## src/rtl/aud_tx_pkg.sv

```systemverilog
package aud_tx_pkg;
    localparam int SMP_W    = 24;
    localparam int NARROW_W = 16;
    localparam int SLOT_N   = 16;
    localparam int SLOT_WD  = 32;
    localparam int POS_W    = $clog2(2 * SLOT_WD);
    localparam int CNT_W    = POS_W + 1;

    typedef struct packed {
        logic master;
        logic w24;
        logic fsync;
        logic lsb;
        logic b64;
        logic rj;
        logic nodly;
        logic pol;
    } txcfg_t;

    localparam int CFG_W = $bits(txcfg_t);

    typedef struct packed {
        logic             master;
        logic             fsync;
        logic             lsb;
        logic             dly;
        logic             pol_eff;
        logic             rj_eff;
        logic             trunc;
        logic [CNT_W-1:0] slot;
        logic [CNT_W-1:0] width;
        logic [CNT_W-1:0] frame;
    } fmt_t;

    typedef enum logic [1:0] {ST_STOP, ST_ALIGN, ST_SEND} tx_state_e;
endpackage

```

## src/rtl/aud_tx_cfg.sv

```systemverilog
module aud_tx_cfg
    import aud_tx_pkg::*;
(
    input  logic             clk,
    input  logic             rst_n,
    input  logic             run,
    input  logic             cfg_wr,
    input  logic [CFG_W-1:0] cfg_data,
    output txcfg_t           act,
    output fmt_t             fmt
);
    txcfg_t pend;

    always_ff @(posedge clk or negedge rst_n) begin
        if (!rst_n) begin
            pend <= '0;
            act  <= '0;
        end else begin
            if (cfg_wr) pend <= txcfg_t'(cfg_data);
            if (!run)   act  <= pend;
        end
    end

    always_comb begin
        fmt.master  = act.master;
        fmt.fsync   = act.fsync;
        fmt.lsb     = act.lsb;
        fmt.dly     = !act.nodly;
        fmt.pol_eff = act.pol | act.fsync;
        fmt.rj_eff  = act.rj & act.master & !act.fsync;
        fmt.trunc   = act.w24 & !act.b64;
        fmt.slot    = act.b64 ? CNT_W'(SLOT_WD) : CNT_W'(SLOT_N);
        fmt.width   = (act.w24 && act.b64) ? CNT_W'(SMP_W) : CNT_W'(NARROW_W);
        fmt.frame   = fmt.slot << 1;
    end
endmodule

```

## src/rtl/aud_tx_edge.sv

```systemverilog
module aud_tx_edge
    import aud_tx_pkg::*;
#(
    parameter int SYNC_N = 2
) (
    input  logic clk,
    input  logic rst_n,
    input  logic gen_en,
    input  logic master,
    input  logic clk_en,
    input  logic pol_eff,
    input  logic bclk_i,
    input  logic ws_i,
    output logic bclk_q,
    output logic fall_evt,
    output logic ws_edge
);
    logic [SYNC_N:0]   b_sync;
    logic [SYNC_N-1:0] w_sync;
    logic              ws_last;
    logic              fall_s;

    assign fall_s = b_sync[SYNC_N] & ~b_sync[SYNC_N-1];

    always_ff @(posedge clk or negedge rst_n) begin
        if (!rst_n) begin
            b_sync  <= '0;
            w_sync  <= '0;
            ws_last <= 1'b0;
            bclk_q  <= 1'b0;
        end else begin
            b_sync <= {b_sync[SYNC_N-1:0], bclk_i};
            w_sync <= {w_sync[SYNC_N-2:0], ws_i};
            if (fall_s) ws_last <= w_sync[SYNC_N-1];
            if (!gen_en)     bclk_q <= 1'b0;
            else if (clk_en) bclk_q <= ~bclk_q;
        end
    end

    assign ws_edge  = !master && fall_s && (w_sync[SYNC_N-1] != ws_last)
                      && (w_sync[SYNC_N-1] == pol_eff);
    assign fall_evt = master ? (gen_en && clk_en && bclk_q) : fall_s;
endmodule

```

## src/rtl/aud_tx_bitsel.sv

```systemverilog
module aud_tx_bitsel
    import aud_tx_pkg::*;
(
    input  logic             fsync,
    input  logic             dly,
    input  logic             rj_eff,
    input  logic             lsb,
    input  logic             trunc,
    input  logic [CNT_W-1:0] slot,
    input  logic [CNT_W-1:0] width,
    input  logic [CNT_W-1:0] frame,
    input  logic [POS_W-1:0] pos,
    input  logic [SMP_W-1:0] left,
    input  logic [SMP_W-1:0] right,
    output logic             bit_o
);
    logic [CNT_W-1:0] p, d, k, idx;
    logic             ch, ok;
    logic [SMP_W-1:0] word, shifted;

    always_comb begin
        p  = CNT_W'(pos);
        d  = dly ? ((p == '0) ? frame - 1'b1 : p - 1'b1) : p;
        ch = 1'b0;
        ok = 1'b1;
        k  = d;
        if (fsync) begin
            if (d >= width && d < (width << 1)) begin
                ch = 1'b1;
                k  = d - width;
            end else if (d >= width) begin
                ok = 1'b0;
            end
        end else begin
            if (d >= slot) begin
                ch = 1'b1;
                k  = d - slot;
            end
            if (rj_eff) begin
                if (k < slot - width) ok = 1'b0;
                else                  k  = k - (slot - width);
            end
        end
        if (k >= width) ok = 1'b0;
        idx = lsb ? k : width - 1'b1 - k;
        if (trunc) idx = idx + CNT_W'(SMP_W - NARROW_W);
        word    = ch ? right : left;
        shifted = word >> idx;
        bit_o   = ok & shifted[0];
    end
endmodule

```

## src/rtl/aud_tx_top.sv

```systemverilog
module aud_tx_top
    import aud_tx_pkg::*;
(
    input  logic             clk,
    input  logic             rst_n,
    input  logic             run,
    input  logic             cfg_wr,
    input  logic [CFG_W-1:0] cfg_data,
    input  logic             clk_en,
    input  logic             in_valid,
    output logic             in_ready,
    input  logic [SMP_W-1:0] in_left,
    input  logic [SMP_W-1:0] in_right,
    input  logic             bclk_i,
    input  logic             ws_i,
    output logic             bclk_o,
    output logic             bclk_oe,
    output logic             ws_o,
    output logic             ws_oe,
    output logic             sd_o,
    output logic             underflow
);
    tx_state_e        state, state_n;
    txcfg_t           act;
    fmt_t             fmt;
    logic             bclk_q, fall_evt, ws_edge, go, frame_start, gen_en, last;
    logic [POS_W-1:0] pos, pos_n;
    logic [SMP_W-1:0] cur_l, cur_r, new_l, new_r, sel_l, sel_r;
    logic             bit_n, sd_q, ws_q, uflow_q;

    aud_tx_cfg u_cfg (
        .clk(clk), .rst_n(rst_n), .run(run), .cfg_wr(cfg_wr),
        .cfg_data(cfg_data), .act(act), .fmt(fmt)
    );

    assign gen_en = run && (state == ST_SEND) && fmt.master;

    aud_tx_edge #(.SYNC_N(2)) u_edge (
        .clk(clk), .rst_n(rst_n), .gen_en(gen_en), .master(fmt.master),
        .clk_en(clk_en), .pol_eff(fmt.pol_eff), .bclk_i(bclk_i), .ws_i(ws_i),
        .bclk_q(bclk_q), .fall_evt(fall_evt), .ws_edge(ws_edge)
    );

    assign last  = (CNT_W'(pos) == fmt.frame - 1'b1);
    assign pos_n = (last || ws_edge) ? '0 : pos + 1'b1;
    assign go    = run && fall_evt &&
                   (state == ST_SEND || (state == ST_ALIGN && ws_edge));
    assign frame_start = go && (pos_n == '0);
    assign in_ready    = frame_start;

    assign new_l = in_valid ? in_left  : '0;
    assign new_r = in_valid ? in_right : '0;
    assign sel_l = (frame_start && !fmt.dly) ? new_l : cur_l;
    assign sel_r = (frame_start && !fmt.dly) ? new_r : cur_r;

    aud_tx_bitsel u_bits (
        .fsync(fmt.fsync), .dly(fmt.dly), .rj_eff(fmt.rj_eff), .lsb(fmt.lsb),
        .trunc(fmt.trunc), .slot(fmt.slot), .width(fmt.width),
        .frame(fmt.frame), .pos(pos_n), .left(sel_l), .right(sel_r),
        .bit_o(bit_n)
    );

    always_ff @(posedge clk or negedge rst_n) begin
        if (!rst_n) state <= ST_STOP;
        else        state <= state_n;
    end

    always_comb begin
        state_n = state;
        unique case (state)
            ST_STOP:  if (run) state_n = fmt.master ? ST_SEND : ST_ALIGN;
            ST_ALIGN: if (!run) state_n = ST_STOP;
                      else if (fall_evt && ws_edge) state_n = ST_SEND;
            ST_SEND:  if (!run) state_n = ST_STOP;
            default:  state_n = ST_STOP;
        endcase
    end

    always_ff @(posedge clk or negedge rst_n) begin
        if (!rst_n) begin
            pos     <= '0;
            sd_q    <= 1'b0;
            ws_q    <= 1'b0;
            uflow_q <= 1'b0;
            cur_l   <= '0;
            cur_r   <= '0;
        end else if (!run || state == ST_STOP) begin
            pos  <= POS_W'(fmt.frame - 1'b1);
            sd_q <= 1'b0;
            ws_q <= fmt.fsync ? 1'b0 : !fmt.pol_eff;
            if (!run) uflow_q <= 1'b0;
        end else if (go) begin
            pos  <= pos_n;
            sd_q <= bit_n;
            if (fmt.fsync) ws_q <= (pos_n == '0);
            else           ws_q <= (CNT_W'(pos_n) < fmt.slot) ? fmt.pol_eff : !fmt.pol_eff;
            if (frame_start) begin
                cur_l   <= new_l;
                cur_r   <= new_r;
                uflow_q <= uflow_q | !in_valid;
            end
        end
    end

    assign bclk_o    = fmt.master & bclk_q;
    assign bclk_oe   = fmt.master;
    assign ws_o      = fmt.master & ws_q;
    assign ws_oe     = fmt.master;
    assign sd_o      = sd_q;
    assign underflow = uflow_q;
endmodule

```

## config.mk

```make
export PLATFORM = sky130hd
export DESIGN_NAME = aud_tx_top
export DESIGN_NICKNAME = d
export VERILOG_FILES = /design/src/rtl/aud_tx_pkg.sv /design/src/rtl/aud_tx_cfg.sv /design/src/rtl/aud_tx_edge.sv /design/src/rtl/aud_tx_bitsel.sv /design/src/rtl/aud_tx_top.sv
export SDC_FILE = /design/constraint.sdc
export NUM_CORES = 1
export LEC_CHECK = 0
export BUFFER_PORTS_ARGS = -buffer_cell sky130_fd_sc_hd__buf_4
export CORE_MARGIN = 3
export CORE_UTILIZATION = 45
export DETAILED_ROUTE_END_ITERATION = 10
export PLACE_DENSITY = 0.67
export SLEW_MARGIN = 15
export SYNTH_ARGS = -nofsm -noshare
export SYNTH_HDL_FRONTEND = slang
export SYNTH_SLANG_ARGS = --single-unit
```

## constraint.sdc

```tcl
create_clock -name clk -period 6.4 [get_ports clk]
set_input_delay 1.6 -clock clk [delete_from_list [all_inputs] [get_ports clk]]
set_output_delay 1.6 -clock clk [all_outputs]
set_load 0.01 [all_outputs]
```

Yosys cells after proc, flatten, opt, wreduce, memory -nomap -nowiden
Cells that the tools add are included.
Word-level totals
  flip-flop bits (word level): 82
  input bits: 64
  logic and storage cells: 146
  output and inout bits: 7
Operators by class
  bitwise logic cells: 12
  shift-type cells: 1
  multiplexer cells: 49
  reduce and logical (&&, ||, !) cells: 31
  add/sub/neg operators: 10
  $lt $le $gt $ge: 6
  equal/unequal tests: 10
Operators with widths (count)
  24-bit two-way mux: 5
  7-bit two-way mux: 10
  6-bit two-way mux: 4
  24-bit by 7-bit >> shifter with 1-bit output: 1
  1-bit two-way mux: 23
  1-bit logical AND: 15
  7-bit by 5-bit greater-or-equal comparator with 1-bit output: 2
  7-bit subtractor: 2
  2-bit two-way mux: 5
  3-bit AND reduction: 3
  2-bit inequality test (second input constant): 4
  7-bit by 4-bit adder with 7-bit output (second input constant): 1
  1-bit bitwise AND: 7
  6-bit by 7-bit == test with 1-bit output: 1
  7-bit by 6-bit greater-or-equal comparator with 1-bit output: 1
  6-bit by 7-bit < comparator with 1-bit output: 1
  7-bit by 6-bit < comparator with 1-bit output: 1
  7-bit < comparator: 1
  6-bit by 1-bit subtractor with 7-bit output (second input constant): 1
  6-bit by 5-bit subtractor with 7-bit output: 1
  7-bit by 1-bit subtractor with 7-bit output (second input constant): 1
  7-bit by 5-bit subtractor with 7-bit output: 1
  7-bit by 6-bit subtractor with 7-bit output: 1
  6-bit by 1-bit adder with 6-bit output (second input constant): 1
  other kinds (15): 26

Logic depth before layout (Yosys ltp)
  depth in word-level cells: 25
  gate-level depth with buffers: 34
  gate-level depth less buffers: 32

Modules after synthesis
A second synthesis with hierarchy kept.
Second synthesis, totals
  cell total of the unflattened synthesis: 861
  area, all modules: 8379.3 um^2
By module, submodules not included
  aud_tx_top: area each 3942.5 um^2, instances 1, cells each 349, seq. area each 1476.4 um^2
  aud_tx_bitsel: area each 3309.4 um^2, instances 1, cells each 431, seq. area each 0.0 um^2
  aud_tx_cfg: area each 870.8 um^2, instances 1, cells each 64, seq. area each 400.4 um^2
  aud_tx_edge: area each 256.5 um^2, instances 1, cells each 17, seq. area each 175.2 um^2

Least setup slack after synthesis
Ideal clock, no wire load.
  path kind: reg2reg
  from: register pos[0]
  to: register sd_q (netlist: sd_o)
  setup time: 0.121 ns
  setup slack: 0.043 ns
  data arrival time: 6.236 ns
  cell stages (with the launch flop): 27
  period minus slack after synthesis: 6.357 ns
  buffers on the path: 0
  data required time: 6.279 ns
  path through: dfrtp_1 -> ha_1 -> and3_1 -> a211o_1 -> ha_1 -> nor2b_1 -> a221o_1 -> o32ai_4 -> ha_1 -> a21oi_1 -> nand3_1 -> o21ai_0 -> o21ai_0 -> fa_1 -> inv_1 -> a21o_1 -> a21oi_1 -> nor2b_1 -> mux2_2 -> mux2_2 -> ha_1 -> nor4b_4 -> a211oi_2 -> ha_1 -> mux2i_1 -> mux2i_1 -> a22o_1
Between the ends
  longest elaborated chain between the ends: 21
  elaborated cells on any way between the ends: 45
  those cells by class: add/sub: 7; order compare: 5; eq/ne: 1; shift: 1; mux: 25; bitwise: 1; reduce/logical: 5
RTL lines
  from (decl): line aud_tx_top.sv:27  | logic [POS_W-1:0] pos, pos_n;
  from (signal assigned): line aud_tx_top.sv:88  | pos <= POS_W'(fmt.frame - 1'b1);
  from (signal assigned): line aud_tx_top.sv:93  | pos <= pos_n;
  branches (longest 2 deep; another with 6-bit by 1-bit adder with 6-bit output)
  6-bit two-way mux (*): line aud_tx_top.sv:45  | assign pos_n = (last || ws_edge) ? '0 : pos + 1'b1;
  6-bit by 1-bit subtractor with 7-bit output or 6-bit zero test (tied branches): line aud_tx_bitsel.sv:23, aud_tx_top.sv:48
  7-bit two-way mux (2 in a row): line aud_tx_bitsel.sv:23  | d = dly ? ((p == '0) ? frame - 1'b1 : p - 1'b1) : p;
  7-bit by 6-bit subtractor with 7-bit output or 7-bit by 6-bit greater-or-equal comparator with 1-bit output (tied branches): line aud_tx_bitsel.sv:37, aud_tx_bitsel.sv:35
  7-bit two-way mux: line aud_tx_bitsel.sv:35  | if (d >= slot) begin
  7-bit two-way mux: line aud_tx_bitsel.sv:27  | if (fsync) begin
  7-bit subtractor or 7-bit < comparator (tied branches): line aud_tx_bitsel.sv:41, aud_tx_bitsel.sv:40
  [... 3 more ...]
  7-bit subtractor: line aud_tx_bitsel.sv:45  | idx = lsb ? k : width - 1'b1 - k;
  7-bit two-way mux: line aud_tx_bitsel.sv:45
  7-bit by 4-bit adder with 7-bit output: line aud_tx_bitsel.sv:46  | if (trunc) idx = idx + CNT_W'(SMP_W - NARROW_W);
  7-bit two-way mux: line aud_tx_bitsel.sv:46
  24-bit by 7-bit >> shifter with 1-bit output: line aud_tx_bitsel.sv:48  | shifted = word >> idx;
  1-bit bitwise AND (*): line aud_tx_bitsel.sv:49  | bit_o = ok & shifted[0];
  1-bit two-way mux (*): line aud_tx_top.sv:92  | end else if (go) begin
  1-bit two-way mux (*): line aud_tx_top.sv:87  | end else if (!run || state == ST_STOP) begin
  to (signal assigned): line aud_tx_top.sv:94  | sd_q <= bit_n;
  to (decl): line aud_tx_top.sv:29  | logic bit_n, sd_q, ws_q, uflow_q;
Mark *: on every way between the ends. The select of a mux whose other input is x is not followed.
A chain may end at the register's enable or synchronous reset.

Final worst setup path
  from: register pos[1]
  to: register sd_q (netlist: sd_o)
Same word-level chain as after synthesis.

==> flow_summary.toml <==
[run_status]
outcome = "completed"

[detailed_routing]
vias = 4887
drt_iter0_markers = 280
wirelength_um = 14300
vias_per_cell = 5.57
first_pass_iters = 5
wl_per_cell_um = 16.3
drtAntennaViolNets = 0
drc_errors = 0

[timing]
post-route-period-util_pct = 95.2
post-route-min-period_ns = 6.09
slew_violations = 0
fin_hold_ws_ns = 0.342
finClkSkew_ns = 0.00905
max_freq_ghz = 0.164
setup_viol_count_final = 0
relSlewSlack_pct = 41.8
hold_violations = 0
setup_ws_ns = 0.305
worst-slew-pin-transition_ns = 0.873

[die]
die_w_um = 117
die_h_um = 117
rows = 40
die-area_um2 = 13800
io_pins = 71
start_util_pct = 46.2
coreArea_um2 = 12100

[critical_path]
reg2regPathDepth = 25
r2r-end = "sd_o"
path_max_fanout = 8
crit_type = "reg2reg"
r2r_slack_ns = 0.31
critical_path_arrival_ns = 6.37
cp.required_ns = 6.68
endpoint_kind = "register"
start_kind = "register"
r2r-start = "pos[1]"

[power_and_ir_drop]
power_per_cell_area_nw_per_um2 = 353
ir_drop_uv = 134
p_leak_nw = 3.04
totalPowerFinal_w = 0.00236

[placement]
dp_slack_ns = -0.116
gp_congestion = 0.911
numPortBuffers = 70
dp.cells = 861
dp_hpwl_um = 10300

[global_route]
grt_antenna_before_repair = 0
grt_pass1_vias = 4848
grt_usage_pct = 21.1
grt_overflow = 0
grt_max_degree = 72
grt_pass1_wl_um = 24000

[yosys]
ys.flop_type = "dfrtp_1"
muxShareOfSynthArea_pct = 11.9
synth_seq_cells = 82
yosysSeqAreaShare_pct = 36.8
synth_edf_count = 0
synth_top_family_by_area = "simple AND/OR/NAND/NOR gates"
async_flop_share_pct = 100
ys_warn_count = 0
synth.distinct_cells = 78
synthXorXnorAreaFrac_pct = 3.61
synth_compound_area_share_pct = 17.9
synth-adder-area-share_pct = 3.41
syn_inst = 641
synth-simple-area-share_pct = 21.7
avgSynthCellArea_um2 = 8.70
syn_area_um2 = 5580

[min_path]
hold_path.class = "reg2reg"
whs_endpoint = "u_edge.b_sync[1]"
hold_start = "u_edge.b_sync[0]"
hold_depth = 0

[clock_tree]
path_clk_slew_ns = 0.06
cts_buffer_depth = 2
h-tree-depth = 3
cts_tree = "yes"
root_buffer = "clkbuf_16"
ctsHoldBuffers = 0
cts_sinks = 82
cts_buffers = 9
insertion_delay_ns = 0.34

[final_layout]
instances_no_fill = 878
post-route-util_pct = 55.4
drive_gt1_share_pct = 23.1
nets = 784
synthToLayoutAreaGrowth_pct = 19.9
antenna_cells_inserted = 0
fillers = 1087

[flow_run]
max-cap-violations = 0
==> where the power goes <==
part	switching, W	internal (W)
clock	0.000198	0.000339
combinational	0.000625	0.000521
sequential	0.0000637	0.000611
==> synth_stat cells, drive strengths merged (12+ instances only) <==
cell | n | area, µm²
inv | 13 | 48.8
nand3 | 38 | 190
ha | 12 | 150
mux2 | 31 | 357
xnor2 | 12 | 105
nor2 | 39 | 146
clkbuf | 28 | 105
buf | 12 | 100
a21oi | 27 | 139
nand2 | 133 | 499
mux2i | 25 | 263
dfrtp | 82 | 2050
o21ai | 50 | 262
==> state kept, by name, indices dropped and copies added, names as in the netlist, 2 cells and up <==
register	cells
cur_l	24
cur_r	24
u_cfg.act	8
u_cfg.pend	8
pos	6
u_edge.b_sync	3
state	2
u_edge.w_sync	2
==> through the flow <==
step	setup TNS, ns	area, µm²
detailed placement	-0.116	6290
global placement	0	6290
finish	0	6690
global route	-0.000204	6690
floorplan	0	5580
CTS	0	6600
==> how the worst max path moves through the flow <==
stage,from,endpoint,slack (ns)
6_report,pos[1],sd_o,0.31
5_1_grt,u_cfg.act[0],sd_o,-0.0002
4_1_cts,pos[2],sd_o,0.04
3_5_place_dp,pos[2],sd_o,-0.12
3_3_place_gp,pos[2],sd_o,0.27
2_1_floorplan,pos[0],sd_o,0.04
==> cells by family after synthesis <==
group / Yosys count
and+or+nand+nor: 266
DFF: 82
adders and majority gates: 14
other: 1
AOI/OAI and AO/OA: 143
muxes: 58
xor gates and xnor gates: 23
buffers and inverters: 54
==> worst max-delay path, stage by stage, from the launching register on <==
cell and delay, ns:
dfrtp_1 0.46, ha_1 0.23, and3_1 0.19, a21oi_4 0.20
nand2_2 0.10, ha_2 0.21, nor2b_1 0.13, a221o_1 0.33
o32ai_4 0.32, buf_4 0.20, inv_2 0.09, fa_1 0.46
mux2i_1 0.20, ha_1 0.30, a21o_1 0.17, a21oi_1 0.20
nor2b_1 0.09, mux2_2 0.27, mux2_2 0.32, ha_4 0.25
nor4b_4 0.28, a211oi_2 0.10, ha_1 0.34, mux2i_1 0.17
mux2i_1 0.25, a22o_1 0.16
==> placed cells by master (no fill, tap or decap), drive strengths merged, types with 3 or more instances in the layout <==
| cell | synthesis | final |
|---|---|---|
| a311oi | 5 | 5 |
| o21a | 3 | 3 |
| a221oi | 3 | 3 |
| ha | 12 | 12 |
| mux2i | 25 | 25 |
| o211ai | 8 | 8 |
| xor2 | 11 | 11 |
| a21oi | 27 | 27 |
| mux2 | 31 | 31 |
| o2111ai | 5 | 5 |
| o22ai | 3 | 3 |
| a21o | 3 | 3 |
| a211oi | 7 | 7 |
| buf | 12 | 92 |
| nand2b | 5 | 5 |
| nor2 | 39 | 39 |
| nand2 | 133 | 133 |
| a31oi | 5 | 5 |
| and3 | 11 | 11 |
| nor2b | 5 | 5 |
| clkbuf | 28 | 13 |
| o21ai | 50 | 50 |
| inv | 13 | 13 |
| nor3 | 11 | 11 |
| nand3 | 38 | 38 |
| xnor2 | 12 | 12 |
| dfrtp | 82 | 82 |
| and2 | 11 | 11 |
==> what timing repair did <==
action,in CTS,in global routing
setup endpoints to repair,1,1
gates resized for setup,3,11
pin swaps,0,1
buffers inserted,0,1
gates cloned,0,0
==> metal layers <==
layer,GRT usage [%],up-vias,share of wire (%)
li1,-,2396,-
met1,28.5,2363,47
met2,34.4,112,47
met3,4.05,16,4.3
met4,6.74,0,1.8
met5,0,-,0
==> area by class of cell <==
cell class	instances	area [µm²]	area share (%)
Clock buffer	12	236	3.54
Timing Repair Buffer	93	716	10.7
Sequential cell	82	2050	30.7
Tap cell	168	210	3.14
Multi-Input combinational cell	506	3350	50.1
Inverter	14	52.6	0.786
Clock inverter	3	65.1	0.973
Power figures use the tool's default switching activity.
